$ cat config.mk
export PLATFORM = sky130hd
export DESIGN_NAME = dram_bank_ctrl
export DESIGN_NICKNAME = d
export VERILOG_FILES = /design/src/rtl/dbc_pkg.sv /design/src/rtl/dbc_gap_timer.sv /design/src/rtl/dbc_row_tracker.sv /design/src/rtl/dbc_sequencer.sv /design/src/rtl/dram_bank_ctrl.sv
export SDC_FILE = /design/constraint.sdc
export NUM_CORES = 1
export LEC_CHECK = 0
export BUFFER_PORTS_ARGS = -buffer_cell sky130_fd_sc_hd__buf_4
export CORE_UTILIZATION = 40
export DETAILED_ROUTE_END_ITERATION = 10
export PLACE_DENSITY = 0.66
export SKIP_CTS_REPAIR_TIMING = 1
export SYNTH_ARGS = -nofsm -noshare
export SYNTH_HDL_FRONTEND = slang
export SYNTH_HIERARCHICAL = 1
export SYNTH_SLANG_ARGS = --single-unit
$ cat constraint.sdc
create_clock -name clk -period 3.4 [get_ports clk]
set_input_delay 0.51 -clock clk [delete_from_list [all_inputs] [get_ports clk]]
set_output_delay 0.51 -clock clk [all_outputs]
set_load 0.1 [all_outputs]
$ cat src/rtl/dbc_pkg.sv
package dbc_pkg;

  typedef enum logic [1:0] {
    CMD_ACT = 2'd0,
    CMD_RD  = 2'd1,
    CMD_WR  = 2'd2,
    CMD_PRE = 2'd3
  } bank_cmd_e;

  typedef enum logic [1:0] {
    ST_HIT      = 2'b00,
    ST_EMPTY    = 2'b01,
    ST_CONFLICT = 2'b10
  } access_kind_e;

  typedef enum logic [2:0] {
    SQ_IDLE,
    SQ_CLOSE,
    SQ_OPEN,
    SQ_COLUMN,
    SQ_REPLY
  } seq_state_e;

  // Value loaded on the issuing edge so that the counter reads zero
  // exactly GAP edges later.
  function automatic int unsigned gap_preload(int unsigned gap);
    return (gap > 1) ? gap - 1 : 0;
  endfunction

  function automatic int unsigned ctr_width(int unsigned gap);
    return (gap < 3) ? 1 : $clog2(gap);
  endfunction

  function automatic access_kind_e classify(logic is_open, logic row_match);
    if (!is_open)      return ST_EMPTY;
    else if (row_match) return ST_HIT;
    else               return ST_CONFLICT;
  endfunction

endpackage

$ cat src/rtl/dbc_gap_timer.sv
module dbc_gap_timer
  import dbc_pkg::*;
#(
  parameter int unsigned GAP = 4
) (
  input  logic clk,
  input  logic rst_n,
  input  logic start,
  output logic elapsed
);

  localparam int unsigned   CW      = ctr_width(GAP);
  localparam logic [CW-1:0] PRELOAD = CW'(gap_preload(GAP));

  logic [CW-1:0] cnt;

  always_ff @(posedge clk) begin
    if (!rst_n)            cnt <= '0;
    else if (start)        cnt <= PRELOAD;
    else if (cnt != '0)    cnt <= cnt - 1'b1;
  end

  assign elapsed = (cnt == '0);

  generate
    if (GAP > 1) begin : g_chk
      AST_GAP_BLOCKS_NEXT: assert property (@(posedge clk) disable iff (!rst_n)
        start |=> !elapsed);
    end
  endgenerate

endmodule

$ cat src/rtl/dbc_row_tracker.sv
module dbc_row_tracker
  import dbc_pkg::*;
#(
  parameter int unsigned ROW_W = 4
) (
  input  logic             clk,
  input  logic             rst_n,
  input  logic             open_fire,
  input  logic             close_fire,
  input  logic [ROW_W-1:0] open_row_in,
  input  logic [ROW_W-1:0] probe_row,
  output logic             is_open,
  output logic [ROW_W-1:0] cur_row,
  output access_kind_e     probe_kind
);

  always_ff @(posedge clk) begin
    if (!rst_n) begin
      is_open <= 1'b0;
      cur_row <= '0;
    end else if (open_fire) begin
      is_open <= 1'b1;
      cur_row <= open_row_in;
    end else if (close_fire) begin
      is_open <= 1'b0;
    end
  end

  logic row_match;
  assign row_match  = (probe_row == cur_row);
  assign probe_kind = classify(is_open, row_match);

  AST_OPEN_ONLY_EMPTY: assert property (@(posedge clk) disable iff (!rst_n)
    open_fire |-> !is_open);
  AST_CLOSE_ONLY_OPEN: assert property (@(posedge clk) disable iff (!rst_n)
    close_fire |-> is_open);

endmodule

$ cat src/rtl/dbc_sequencer.sv
module dbc_sequencer
  import dbc_pkg::*;
#(
  parameter int unsigned ROW_W     = 4,
  parameter int unsigned COL_W     = 3,
  parameter int unsigned DATA_W    = 8,
  parameter bit          OPEN_PAGE = 1'b1
) (
  input  logic              clk,
  input  logic              rst_n,
  input  logic              req_valid,
  output logic              req_ready,
  input  logic              req_write,
  input  logic [ROW_W-1:0]  req_row,
  input  logic [COL_W-1:0]  req_col,
  input  logic [DATA_W-1:0] req_wdata,
  input  access_kind_e      probe_kind,
  input  logic              rcd_ok,
  input  logic              rp_ok,
  input  logic              rc_ok,
  input  logic              wtr_ok,
  input  logic [DATA_W-1:0] bank_rdata,
  output logic              act_fire,
  output logic              pre_fire,
  output logic              rd_fire,
  output logic              wr_fire,
  output logic              cmd_valid,
  output bank_cmd_e         cmd_kind,
  output logic [ROW_W-1:0]  cmd_row,
  output logic [COL_W-1:0]  cmd_col,
  output logic [DATA_W-1:0] cmd_wdata,
  output logic              rsp_valid,
  output access_kind_e      rsp_status,
  output logic [DATA_W-1:0] rsp_rdata
);

  seq_state_e        state, nxt;
  logic [ROW_W-1:0]  lat_row;
  logic [COL_W-1:0]  lat_col;
  logic [DATA_W-1:0] lat_wdata;
  logic              lat_wr;
  access_kind_e      lat_kind;
  logic              accept;
  logic              col_go;

  assign accept = req_valid && req_ready;

  always_ff @(posedge clk) begin
    if (!rst_n) begin
      state     <= SQ_IDLE;
      lat_row   <= '0;
      lat_col   <= '0;
      lat_wdata <= '0;
      lat_wr    <= 1'b0;
      lat_kind  <= ST_EMPTY;
    end else begin
      state <= nxt;
      if (accept) begin
        lat_row   <= req_row;
        lat_col   <= req_col;
        lat_wdata <= req_wdata;
        lat_wr    <= req_write;
        lat_kind  <= probe_kind;
      end
    end
  end

  always_comb begin
    req_ready = 1'b0;
    act_fire  = 1'b0;
    pre_fire  = 1'b0;
    rsp_valid = 1'b0;
    col_go    = 1'b0;
    nxt       = state;
    case (state)
      SQ_IDLE: begin
        req_ready = 1'b1;
        if (accept) begin
          case (probe_kind)
            ST_HIT:   nxt = SQ_COLUMN;
            ST_EMPTY: nxt = SQ_OPEN;
            default:  nxt = SQ_CLOSE;
          endcase
        end
      end
      SQ_CLOSE: begin
        pre_fire = 1'b1;
        nxt      = SQ_OPEN;
      end
      SQ_OPEN: begin
        act_fire = rp_ok && rc_ok;
        if (act_fire) nxt = SQ_COLUMN;
      end
      SQ_COLUMN: begin
        col_go = rcd_ok && (lat_wr || wtr_ok);
        if (col_go) nxt = SQ_REPLY;
      end
      SQ_REPLY: begin
        rsp_valid = 1'b1;
        pre_fire  = !OPEN_PAGE;
        nxt       = SQ_IDLE;
      end
      default: nxt = SQ_IDLE;
    endcase
  end

  assign rd_fire   = col_go && !lat_wr;
  assign wr_fire   = col_go && lat_wr;
  assign cmd_valid = act_fire || pre_fire || rd_fire || wr_fire;

  always_comb begin
    if (act_fire)     cmd_kind = CMD_ACT;
    else if (rd_fire) cmd_kind = CMD_RD;
    else if (wr_fire) cmd_kind = CMD_WR;
    else              cmd_kind = CMD_PRE;
  end

  assign cmd_row    = lat_row;
  assign cmd_col    = lat_col;
  assign cmd_wdata  = lat_wdata;
  assign rsp_status = lat_kind;
  assign rsp_rdata  = lat_wr ? '0 : bank_rdata;

  AST_ACCEPT_THEN_BUSY: assert property (@(posedge clk) disable iff (!rst_n)
    accept |=> !req_ready);
  AST_SINGLE_REPLY: assert property (@(posedge clk) disable iff (!rst_n)
    rsp_valid |=> !rsp_valid);
  AST_ONE_CMD: assert property (@(posedge clk) disable iff (!rst_n)
    $onehot0({act_fire, pre_fire, rd_fire, wr_fire}));

endmodule

$ cat src/rtl/dram_bank_ctrl.sv
module dram_bank_ctrl
  import dbc_pkg::*;
#(
  parameter int unsigned ROW_W     = 4,
  parameter int unsigned COL_W     = 3,
  parameter int unsigned DATA_W    = 8,
  parameter int unsigned T_RCD     = 3,
  parameter int unsigned T_RP      = 2,
  parameter int unsigned T_RC      = 8,
  parameter int unsigned T_WTR     = 4,
  parameter bit          OPEN_PAGE = 1'b1
) (
  input  logic              clk,
  input  logic              rst_n,
  input  logic              req_valid,
  output logic              req_ready,
  input  logic              req_write,
  input  logic [ROW_W-1:0]  req_row,
  input  logic [COL_W-1:0]  req_col,
  input  logic [DATA_W-1:0] req_wdata,
  output logic              rsp_valid,
  output logic [1:0]        rsp_status,
  output logic [DATA_W-1:0] rsp_rdata,
  output logic              cmd_valid,
  output logic [1:0]        cmd_kind,
  output logic [ROW_W-1:0]  cmd_row,
  output logic [COL_W-1:0]  cmd_col,
  output logic [DATA_W-1:0] cmd_wdata,
  input  logic [DATA_W-1:0] bank_rdata
);

  logic         act_fire, pre_fire, rd_fire, wr_fire;
  logic         rcd_ok, rp_ok, rc_ok, wtr_ok;
  logic         row_open;
  logic [ROW_W-1:0] open_row;
  access_kind_e probe_kind;
  access_kind_e status_e;
  bank_cmd_e    kind_e;

  dbc_row_tracker #(.ROW_W(ROW_W)) u_track (
    .clk         (clk),
    .rst_n       (rst_n),
    .open_fire   (act_fire),
    .close_fire  (pre_fire),
    .open_row_in (cmd_row),
    .probe_row   (req_row),
    .is_open     (row_open),
    .cur_row     (open_row),
    .probe_kind  (probe_kind)
  );

  dbc_gap_timer #(.GAP(T_RCD)) u_rcd (.clk(clk), .rst_n(rst_n), .start(act_fire), .elapsed(rcd_ok));
  dbc_gap_timer #(.GAP(T_RP))  u_rp  (.clk(clk), .rst_n(rst_n), .start(pre_fire), .elapsed(rp_ok));
  dbc_gap_timer #(.GAP(T_RC))  u_rc  (.clk(clk), .rst_n(rst_n), .start(act_fire), .elapsed(rc_ok));
  dbc_gap_timer #(.GAP(T_WTR)) u_wtr (.clk(clk), .rst_n(rst_n), .start(wr_fire),  .elapsed(wtr_ok));

  dbc_sequencer #(
    .ROW_W(ROW_W), .COL_W(COL_W), .DATA_W(DATA_W), .OPEN_PAGE(OPEN_PAGE)
  ) u_seq (
    .clk        (clk),
    .rst_n      (rst_n),
    .req_valid  (req_valid),
    .req_ready  (req_ready),
    .req_write  (req_write),
    .req_row    (req_row),
    .req_col    (req_col),
    .req_wdata  (req_wdata),
    .probe_kind (probe_kind),
    .rcd_ok     (rcd_ok),
    .rp_ok      (rp_ok),
    .rc_ok      (rc_ok),
    .wtr_ok     (wtr_ok),
    .bank_rdata (bank_rdata),
    .act_fire   (act_fire),
    .pre_fire   (pre_fire),
    .rd_fire    (rd_fire),
    .wr_fire    (wr_fire),
    .cmd_valid  (cmd_valid),
    .cmd_kind   (kind_e),
    .cmd_row    (cmd_row),
    .cmd_col    (cmd_col),
    .cmd_wdata  (cmd_wdata),
    .rsp_valid  (rsp_valid),
    .rsp_status (status_e),
    .rsp_rdata  (rsp_rdata)
  );

  assign cmd_kind   = kind_e;
  assign rsp_status = status_e;

  AST_COL_NEEDS_OPEN: assert property (@(posedge clk) disable iff (!rst_n)
    (rd_fire || wr_fire) |-> row_open);
  AST_HIT_ROW_MATCH: assert property (@(posedge clk) disable iff (!rst_n)
    (rd_fire || wr_fire) |-> (open_row == cmd_row));

  generate
    if (T_RCD > 1) begin : g_rcd
      AST_RCD_SPACING: assert property (@(posedge clk) disable iff (!rst_n)
        act_fire |=> !(rd_fire || wr_fire));
    end
    if (T_RP > 1) begin : g_rp
      AST_RP_SPACING: assert property (@(posedge clk) disable iff (!rst_n)
        pre_fire |=> !act_fire);
    end
    if (T_WTR > 1) begin : g_wtr
      AST_WTR_SPACING: assert property (@(posedge clk) disable iff (!rst_n)
        wr_fire |=> !rd_fire);
    end
    if (T_RC > 1) begin : g_rc
      AST_RC_SPACING: assert property (@(posedge clk) disable iff (!rst_n)
        act_fire |=> !act_fire);
    end
    if (OPEN_PAGE) begin : g_open
      AST_ROW_KEPT: assert property (@(posedge clk) disable iff (!rst_n)
        rsp_valid |=> row_open);
    end else begin : g_close
      AST_ROW_CLOSED: assert property (@(posedge clk) disable iff (!rst_n)
        rsp_valid |=> !row_open);
    end
  endgenerate

endmodule

**After elaboration in Yosys (flattened, before gate mapping)**

Cells that the tools add are included.

- Register bits after elaboration: 34
- Input port bits: 27
- Output and inout port bits: 30
- Logic and storage cells: 78

- $add $sub $neg: 4
- Eq/ne operators: 9
- Muxes and demuxes: 26
- Bitwise operators: 2
- Reduce and logical (&&, ||, !) cells: 24

Operators by type and width:

| kind | number |
|---|---|
| 2-bit 2-to-1 mux | 8 |
| 3-bit 2-to-1 mux | 5 |
| 3-bit one-hot mux with 4 select lines | 1 |
| 2-bit nonzero test | 6 |
| 1-bit 2-to-1 mux | 10 |
| 8-bit 2-to-1 mux | 1 |
| 3-bit by 2-bit equality test with 1-bit output, second input constant | 2 |
| 2-bit logical NOT | 3 |
| 3-bit logical NOT | 2 |
| 2-bit by 1-bit != test with 1-bit output, second input constant | 3 |
| 1-bit logical AND | 5 |
| 4-bit equality test | 1 |
| 1-bit logical OR | 4 |
| 2-bit one-hot mux with 2 select lines | 1 |
| 2-bit by 1-bit subtractor with 2-bit output, second input constant | 2 |
| 3-bit by 1-bit equality test with 1-bit output, second input constant | 1 |
| 3-bit equality test, second input constant | 1 |
| 3-bit AND reduction | 1 |
| 3-bit nonzero test | 1 |
| 3-bit by 1-bit subtractor with 3-bit output, second input constant | 1 |
| 2-bit by 1-bit equality test with 1-bit output, second input constant | 1 |
| 1-bit NOT | 2 |
| 2-bit OR reduction | 1 |
| 1-bit logical NOT | 1 |
| 1-bit subtractor, second input constant | 1 |

**Depth between registers and ports, before layout**

Gate-level depths: netlist of run 1.

- Depth after elaboration: 8
- Mapped depth: 8
- Depth with buffers taken out: 7

**Hierarchy**

Netlist of run 1, hierarchy kept.

Modules (own cells, without submodules):

| module | times used | cells each | area an instance (um2) | seq. area each (um2) |
|---|---|---|---|---|
| dbc_sequencer | 1 | 120 | 1,063.5 | 420.4 |
| dbc_row_tracker | 1 | 22 | 234.0 | 100.1 |
| dbc_gap_timer (u_rc) | 1 | 17 | 173.9 | 60.1 |
| dbc_gap_timer (u_wtr) | 1 | 9 | 93.8 | 40.0 |
| dbc_gap_timer (u_rcd) | 1 | 6 | 67.6 | 40.0 |
| dbc_gap_timer (u_rp) | 1 | 3 | 30.0 | 20.0 |

**Least setup slack after synthesis of run 1**

No wires, ideal clock.

- Kind: register to output
- Start point: reg u_seq.state[1]
- End point: out rsp_valid
- Arrival: 2.712 ns
- Data required time: 2.890 ns
- Slack: 0.178 ns
- Stages on the path, launching flop included: 3
- Buffers on the path: 1
- Cell sequence: dfxtp_1 -> buf_2 -> nor3b_1

- Cells in the longest elaborated chain, start to end: 2

RTL lines:

| element | line | source |
|---|---|---|
| start: declaration | dbc_sequencer.sv:37 | `seq_state_e state, nxt;` |
| start signal: assignment | dbc_sequencer.sv:57 | `state <= nxt;` |
| 3-bit equality test | dbc_sequencer.sv:75 | `case (state)` |
| 1-bit 2-to-1 mux | dbc_sequencer.sv:75 |  |
| end: declaration | dram_bank_ctrl.sv:21 | `output logic rsp_valid,` |

Every way passes these cells.

**Worst setup path in the final report of run 1**

- Start point: reg u_rc.cnt[0]
- End point: out cmd_valid

- Cells in the longest elaborated chain, start to end: 6

RTL lines:

| element | line | source |
|---|---|---|
| start: declaration | dbc_gap_timer.sv:15 | `logic [CW-1:0] cnt;` |
| start signal: assignment | dbc_gap_timer.sv:20 | `else if (cnt != '0) cnt <= cnt - 1'b1;` |
| 3-bit logical NOT | dbc_gap_timer.sv:23 | `assign elapsed = (cnt == '0);` |
| via rc_ok | dram_bank_ctrl.sv:33 | `logic rcd_ok, rp_ok, rc_ok, wtr_ok;` |
| 1-bit logical AND | dbc_sequencer.sv:91 | `act_fire = rp_ok && rc_ok;` |
| 1-bit 2-to-1 mux | dbc_sequencer.sv:75 |  |
| via act_fire | dram_bank_ctrl.sv:32 | `logic act_fire, pre_fire, rd_fire, wr_fire;` |
| 1-bit logical OR (3 in a row) | dbc_sequencer.sv:109 | `assign cmd_valid = act_fire \|\| pre_fire \|\| rd_fire \|\| wr_fire;` |
| end: declaration | dram_bank_ctrl.sv:24 | `output logic cmd_valid,` |

The timed path passes the listed nets, and every way through them passes these cells.

==> summary.md, run 1 <==
| Metric | Value |
|---|---|
| Unique masters post-synth | `39` |
| Synth area leaders | `dfxtp_1, o21ai_2, nor2b_1` |
| Sw Pwr | `811 uW` |
| Switching share of power | `44.6%` |
| CP Launch Type | `register` |
| Global-route wire length before repair | `5.49 mm` |
| Post-Synthesis Cells | `177` |
| Count leader, synth | `dfxtp_1` |
| Top cell type's share of synthesized area | `40.9%` |
| Net count after synthesis | `a little over 200` |
| Layout cells sized above 1 | `37.5%` |
| Register-to-Register Setup Slack | `1400 ps` |
| Vias/cell | `roughly 5` |
| Slew Viols, Final | `0` |
| TritonRoute pass-1 iters | `4` |
| Mapped Area | `0.00166 mm^2` |
| Clock sinks | `34` |
| Ys async rst share | `0%` |
| CTS tree | `done` |
| Sequential cell fraction of total power | `28.9%` |
| Crit end category | `output port` |
| Largest delay share family, worst path | `simple AND/OR/NAND/NOR gates` |
| LEAKAGE | `0.929 nW` |
| Dominant synthesized flop cell | `dfxtp_1` |
| Wire per inst | `11.7 um` |
| Worst slew margin | `48.7%` |
| Routability cong. | `0.742` |
| Setup Viol. Count Final | `0` |
| WP data arrival | `1940 ps` |
| Flops & latches, synth | `34` |
| Antenna violations before repair | `0` |
| Final setup TNS | `0 ps` |
| Antenna Diode Count | `0` |
| Nets | `261` |
| PwrDens | `826 mW/mm^2` |
| VDD IR max | `between 400 and 500 uV` |
| Slowest library cell on the worst path | `or3_1` |
| Slew at the pin with the worst max-slew slack | `766 ps` |
| Crit Path Class | `register to output port` |
| Io pins | `57` |
| Area grow syn2layout | `32.2%` |
| Bufs on Longest Clock Path | `2` |
| Sequential share of the synthesized area | `40.9%` |
| Fmax | `approximately 400 MHz` |
| Max Clock Skew | `7.75 ps` |
| Die Y-Extent | `about 66 um` |
| Fin util | `55.0%` |
| Comb pwr share | `roughly 47%` |
| FILL cells | `354` |
| Largest net degree at the start of global routing | `52` |
| Root buf cell | `clkbuf_8` |
| Clock Power Share | `between 20% and 30%` |
| CTS HTree Levels | `2` |
| Worst-path cell chain | `inv_1 -> ha_1 -> and2b_2 -> nand4b_1 -> nor2_1 -> or3_1 -> buf_4` |
| Initial Util | `41.6%` |
| Ys Warns | `6` |
| GR Util All Layers | `16.7%` |
| Minimum period implied by the final worst setup slack | `2450 ps` |
| Yosys top cell by area | `dfxtp_1` |
| Via count | `1378` |
| Largest stage delay on the critical path | `370 ps` |
| Hpwl dp | `about 2.4 mm` |
| Hold Path Class | `primary input to register` |
| Iteration-0 DRC Markers | `between 60 and 70` |
| Worst-path clk slew | `70 ps` |
| Syn_area_per_cell | `~9.4 um^2` |
| Int Pwr | `1.01 mW` |
| CP max FO | `6` |
| CTS Buf Count | `5` |
| Flip-flop and latch area | `between 600 and 700 um^2` |
| Crit share post-route | `72.0%` |
| Max Cap Viol | `0` |
| RSZ-0062 raised after global routing | `no` |
| Worst EP required | `2890 ps` |
| Gr ovfl total | `0` |
| Die footprint | `approximately 0.0044 mm^2` |
| Most frequent cells after synthesis | `dfxtp_1, nand2_1, nor2b_1, nand3_1, o21ai_2` |
| Row Count | `23` |
| Post-route ant nets | `0` |
| Number of synthesized flops with an enable pin | `0` |
| Die Width | `66.5 um` |
| Routed wire length | `3.31 mm` |
| Vias in the first global route | `1274` |
| Core Area | `0.00400 mm^2` |
| Run status | `complete, no violations` |
| Worst path bufs/invs | `2` |
| Reg2Reg Depth | `8` |
| Hold Crit Depth | `3` |
| Worst-skew pair later-pin latency | `280 ps` |
| Detailed-route DRC error count | `0` |
| Critical Path Stages | `7` |
| Final Hold Vio Count | `0` |
| Area of the multi-input gates | `roughly 850 um^2` |
| # port buffers | `56` |
==> layout make-up <==
cell class	instances	share of cell area [%]
Inverter	7	1.20
Multi-Input combinational cell	124	38.6
Tap cell	50	2.85
Sequential cell	34	31.0
Clock buffer	5	3.13
Clock inverter	3	3.13
Timing Repair Buffer	59	20.1
==> worst paths after layout <==
check | startpoint | to
min reg2reg | u_seq/cmd_col[2] | u_seq/cmd_col[2]
max reg2reg | u_rc/cnt[0] | u_rc/cnt[1]
max | u_rc/cnt[0] | cmd_valid
min | req_wdata[5] | u_seq/cmd_wdata[5]
==> metrics by stage <==
step	total power, mW	std cells	setup slack, ps	area, um^2	hold WS (ps)
global route	1.92	282	803	2200	421
finish	1.82	282	953	2200	438
floorplan	1.24	177	178	1660	495
detailed placement	1.39	274	1250	2060	449
CTS	1.84	282	928	2200	423
global placement	1.38	274	1270	2060	447
==> power by group through the flow <==
stage	Clock [mW]	Sequential [mW]	Combinational [mW]
global placement	0	0.532	0.850
global route	0.482	0.535	0.901
detailed placement	0	0.533	0.856
finish	0.443	0.525	0.850
CTS	0.457	0.525	0.858
floorplan	0	0.688	0.548
==> metal layers <==
metal / global-route usage (%) / share of wire (%) / up-vias / routed length (um)
li1: - / - / 714 / -
met1: 19.6 / 46 / 628 / 1530
met2: 27.2 / 47 / 32 / 1550
met3: 6.68 / 5.8 / 4 / 192
met4: 6.38 / 1.0 / 0 / 33
met5: 0 / 0 / - / 0
==> kinds of logic (layout without fill, tap and decap cells) <==
| family | Yosys count | count (layout) | share of synthesized area [%] |
|---|---|---|---|
| DFF | 34 | 34 | 40.9 |
| xor gates and xnor gates | 5 | 5 | 2.63 |
| muxes | 6 | 6 | 3.61 |
| AOI/OAI and AO/OA | 34 | 34 | 15.6 |
| and+or+nand+nor | 76 | 76 | 26.9 |
| adders and majority gates | 3 | 3 | 2.26 |
| buffers and inverters | 19 | 74 | 8.05 |
==> sequential cells by signal, indices dropped and copies added, names as in the netlist <==
| signal | count |
|---|---|
| u_wtr/cnt | 2 |
| u_rc/cnt | 3 |
| u_seq/cmd_row | 4 |
| u_seq/rsp_status | 2 |
| u_seq/state | 3 |
| u_seq/lat_wr | 1 |
| u_rp/cnt | 1 |
| u_seq/cmd_col | 3 |
| u_seq/cmd_wdata | 8 |
| u_track/is_open | 1 |
| u_rcd/cnt | 2 |
| u_track/cur_row | 4 |
==> placed cells by master, fill, tap and decap left out, types with 2 or more instances in the layout <==
| master | netlist | layout |
|---|---|---|
| nand2_1 | 19 | 19 |
| mux2i_1 | 6 | 6 |
| o41ai_1 | 2 | 2 |
| nor2_1 | 5 | 5 |
| ha_1 | 3 | 3 |
| clkbuf_8 | 1 | 5 |
| inv_1 | 7 | 7 |
| nand2b_1 | 2 | 2 |
| nand3_2 | 3 | 3 |
| or4b_1 | 2 | 2 |
| bufinv_16 | 0 | 2 |
| o21ai_2 | 13 | 13 |
| nor3b_1 | 3 | 3 |
| buf_4 | 2 | 59 |
| o21a_1 | 3 | 3 |
| o21ai_0 | 5 | 5 |
| nor3_1 | 2 | 2 |
| and2_1 | 3 | 3 |
| xnor2_1 | 5 | 5 |
| dfxtp_1 | 34 | 34 |
| nand3_1 | 14 | 14 |
| nor2b_1 | 16 | 16 |
| a21oi_1 | 5 | 5 |
==> worst reg2reg max path: cells and delay by family (launching register included) <==
| family | cells | cell delay, ps |
|---|---|---|
| flops | 1 | 350 |
| compound gates | 1 | 150 |
| simple gates | 4 | 880 |
| fa+ha+maj | 1 | 220 |
| buf+inv | 2 | 290 |
No activity file was read; power rests on OpenSTA's default activity.
==> inputs of run 2 (changes only) <==
==> constraint.sdc (replaced) <==
create_clock -name clk -period 2.4 [get_ports clk]
set_input_delay 0.36 -clock clk [delete_from_list [all_inputs] [get_ports clk]]
set_output_delay 0.36 -clock clk [all_outputs]
set_load 0.1 [all_outputs]
==> run 2 against run 1 <==
  * Sequential share of layout area is 0.58 points higher
  * Worst hold slack worse by 160 ps
  * Clock skew shrank 2.6 ps
  * Core utilization decreased by 0.91 points
  * Sequential cell count is the same
  * Sequential power is 43% higher
  * Wire length rose by 1.4%
  * Global-route usage fell by 0.29 points
  * Total power increased by 31%
  * First-iteration DRC count is 42% higher
  * Cell area decreased by 1.7%
  * Clock-buffer cell count did not move
  * Critical path type unchanged
==> summary.md, run 2 (synthesis gave the netlist of run 1 again) <==
| Metric | Value |
|---|---|
| Run status | `complete, no violations` |
| Hpwl dp | `2.24 mm (-5.9%)` |
| Most frequent cells in the layout | `buf_4, dfxtp_1, nand2_1` |
| Nets | `260 (-0.38%)` |
| Slowest library cell on the worst path | `or3_4` |
| Worst r2r dst | `u_rc/cnt[1]` |
| Slew at the pin with the worst max-slew slack | `495 ps (-271 ps)` |
| Bufs on Longest Clock Path | `2 (unchanged)` |
| Minimum period implied by the final worst setup slack | `2280 ps` |
| Vias/cell | `4.88 (about the same)` |
| Worst-path clk slew | `70 ps (about the same)` |
| Layout cells sized above 1 | `39.6% (+2.1 points)` |
| Worst path bufs/invs | `2 (unchanged)` |
| Die footprint | `0.00442 mm^2 (unchanged)` |
| Register-to-Register Setup Slack | `430 ps (-970 ps)` |
| Routed wire length | `3.35 mm (+1.4%)` |
| Slew Viols, Final | `0 (unchanged)` |
| CTS tree | `done` |
| Worst-path cell chain | `inv_1 -> ha_1 -> and2b_2 -> nand4b_1 -> nor2_1 -> or3_4 -> buf_8` |
| Row Count | `23 (unchanged)` |
| Global-route wire length before repair | `5.42 mm (-1.3%)` |
| Worst setup startpoint | `u_rc/cnt[0]` |
| Io pins | `57 (unchanged)` |
| Clock sinks | `34 (unchanged)` |
| PwrDens | `1100 mW/mm^2 (+33%)` |
| RSZ-0062 raised after global routing | `no` |
| Critical Path Stages | `7 (unchanged)` |
| Core Area | `0.00400 mm^2 (unchanged)` |
| GR Util All Layers | `16.4% (-0.29 points)` |
| Worst slew margin | `67.0% (+18 points)` |
| Max Cap Viol | `0 (unchanged)` |
| Worst-skew pair later-pin latency | `290 ps (about the same)` |
| Fmax | `roughly 440 MHz` |
| Largest delay share family, worst path | `simple AND/OR/NAND/NOR gates` |
| Reg2reg start | `u_rc/cnt[0]` |
| CP Launch Type | `register` |
| # port buffers | `56 (unchanged)` |
| Gr ovfl total | `0 (unchanged)` |
| Crit share post-route | `94.8%` |
| VDD IR max | `492 uV (+17%)` |
| Detailed-route DRC error count | `0 (unchanged)` |
| Largest net degree at the start of global routing | `52 (unchanged)` |
| Iteration-0 DRC Markers | `91 (+42%)` |
| Root buf cell | `clkbuf_8` |
| Power Total | `2.38 mW (+31%)` |
| Setup Viol. Count Final | `0 (unchanged)` |
| Area grow syn2layout | `30.0%` |
| Max Clock Skew | `5.16 ps (-2.59 ps)` |
| Largest stage delay on the critical path | `410 ps (+40 ps)` |
| LEAKAGE | `0.906 nW (-2.5%)` |
| Hold Path Class | `primary input to register` |
| Non-Filler Instances | `280 (-0.71%)` |
| Placed cells | `273 (-0.36%)` |
| Via count | `1367 (-0.80%)` |
| Flip-flop and latch area | `682 um^2 (+0.18%)` |
| WP data arrival | `1920 ps (-20 ps)` |
| Area of the multi-input gates | `870 um^2 (+2.5%)` |
| TritonRoute pass-1 iters | `4 (unchanged)` |
| Worst EP required | `2040 ps (-850 ps)` |
| Die Y-Extent | `66.5 um (unchanged)` |
| Final worst setup slack | `125 ps (-828 ps)` |
| Die Width | `66.5 um (unchanged)` |
| Final setup TNS | `0 ps (unchanged)` |
| Setup crit end | `cmd_valid` |
| Antenna violations before repair | `0 (unchanged)` |
| Vias in the first global route | `1243 (-2.4%)` |
| CTS HTree Levels | `2 (unchanged)` |
| Crit Path Class | `register to output port` |
| Commonest non-fill, non-tap cell in the layout | `buf_4` |
| Post-route ant nets | `0 (unchanged)` |
| Crit end category | `output port` |
| Reg2Reg Depth | `8 (unchanged)` |
| Fin util | `54.1% (-0.91 points)` |
| CTS Buf Count | `5 (unchanged)` |
| Largest register FFs | `8 (unchanged)` |
| CP max FO | `4 (-2)` |
| Final Hold Vio Count | `0 (unchanged)` |
| Initial Util | `41.6% (unchanged)` |
| Antenna Diode Count | `0 (unchanged)` |
| Pre-CTS WS | `392 ps (-859 ps)` |
| Routability cong. | `0.736 (-0.82%)` |
| Wire per inst | `12.0 um (+2.1%)` |
| FILL cells | `385 (+8.8%)` |
==> run 2: cell types whose count changed in the layout (fill, tap and decap cells not counted), sizes merged <==
| cell | change |
|---|---|
| buf | -1 |
| bufinv | -2 |
| clkinv | +1 |
==> run 2: worst min-delay path by stage <==
stage | from | end | slack (ps) | cells past startpoint
2_1_floorplan | rst_n | u_wtr/cnt[0] | 480 | 1
3_3_place_gp | u_seq/cmd_wdata[1] | u_seq/cmd_wdata[1] | 450 | 2
3_5_place_dp | u_seq/cmd_wdata[1] | u_seq/cmd_wdata[1] | 450 | 2
4_1_cts | req_wdata[3] | u_seq/cmd_wdata[3] | 270 | 3
5_1_grt | req_wdata[3] | u_seq/cmd_wdata[3] | 280 | 3
6_report | req_wdata[3] | u_seq/cmd_wdata[3] | 280 | 3
==> run 2: per-layer routing <==
layer  up-vias  track usage [%]  wire length [um]
li1        717                -                 -
met4         0             9.57                76
met3         7             4.97               191
met5         -                0                 0
met2        39             24.6              1440
met1       604             20.6              1650
==> run 2: where the power goes <==
group,internal [mW],switching (mW),total (mW)
Clock,0.194,0.207,0.401
Combinational,0.368,0.862,1.23
Sequential,0.662,0.0885,0.750
Total,1.22,1.16,2.38
==> run 2: worst register-to-register path: cells and delay by family, from the launching register on <==
kind / cells / cell delay [ps]
adder cells (fa/ha/maj): 1 / 230
AND/OR/NAND/NOR: 4 / 890
flip-flops: 1 / 330
buffers and inverters: 2 / 280
AO/OA/AOI/OAI: 1 / 130
==> run 2: layout make-up <==
class                      count  share of cell area (%)
clock inverter                 2                   0.463
sequential                    34                    31.5
inverter                       7                    1.22
multi-input combinational    124                    40.2
clock buffer                   5                    3.18
timing repair buffer          58                    20.5
tap                           50                    2.89
==> run 2: through the flow <==
stage	hold WS (ps)	cell area [um^2]
finish	277	2160
global route	279	2160
CTS	269	2150
detailed placement	451	2070
global placement	449	2070
floorplan	477	1680
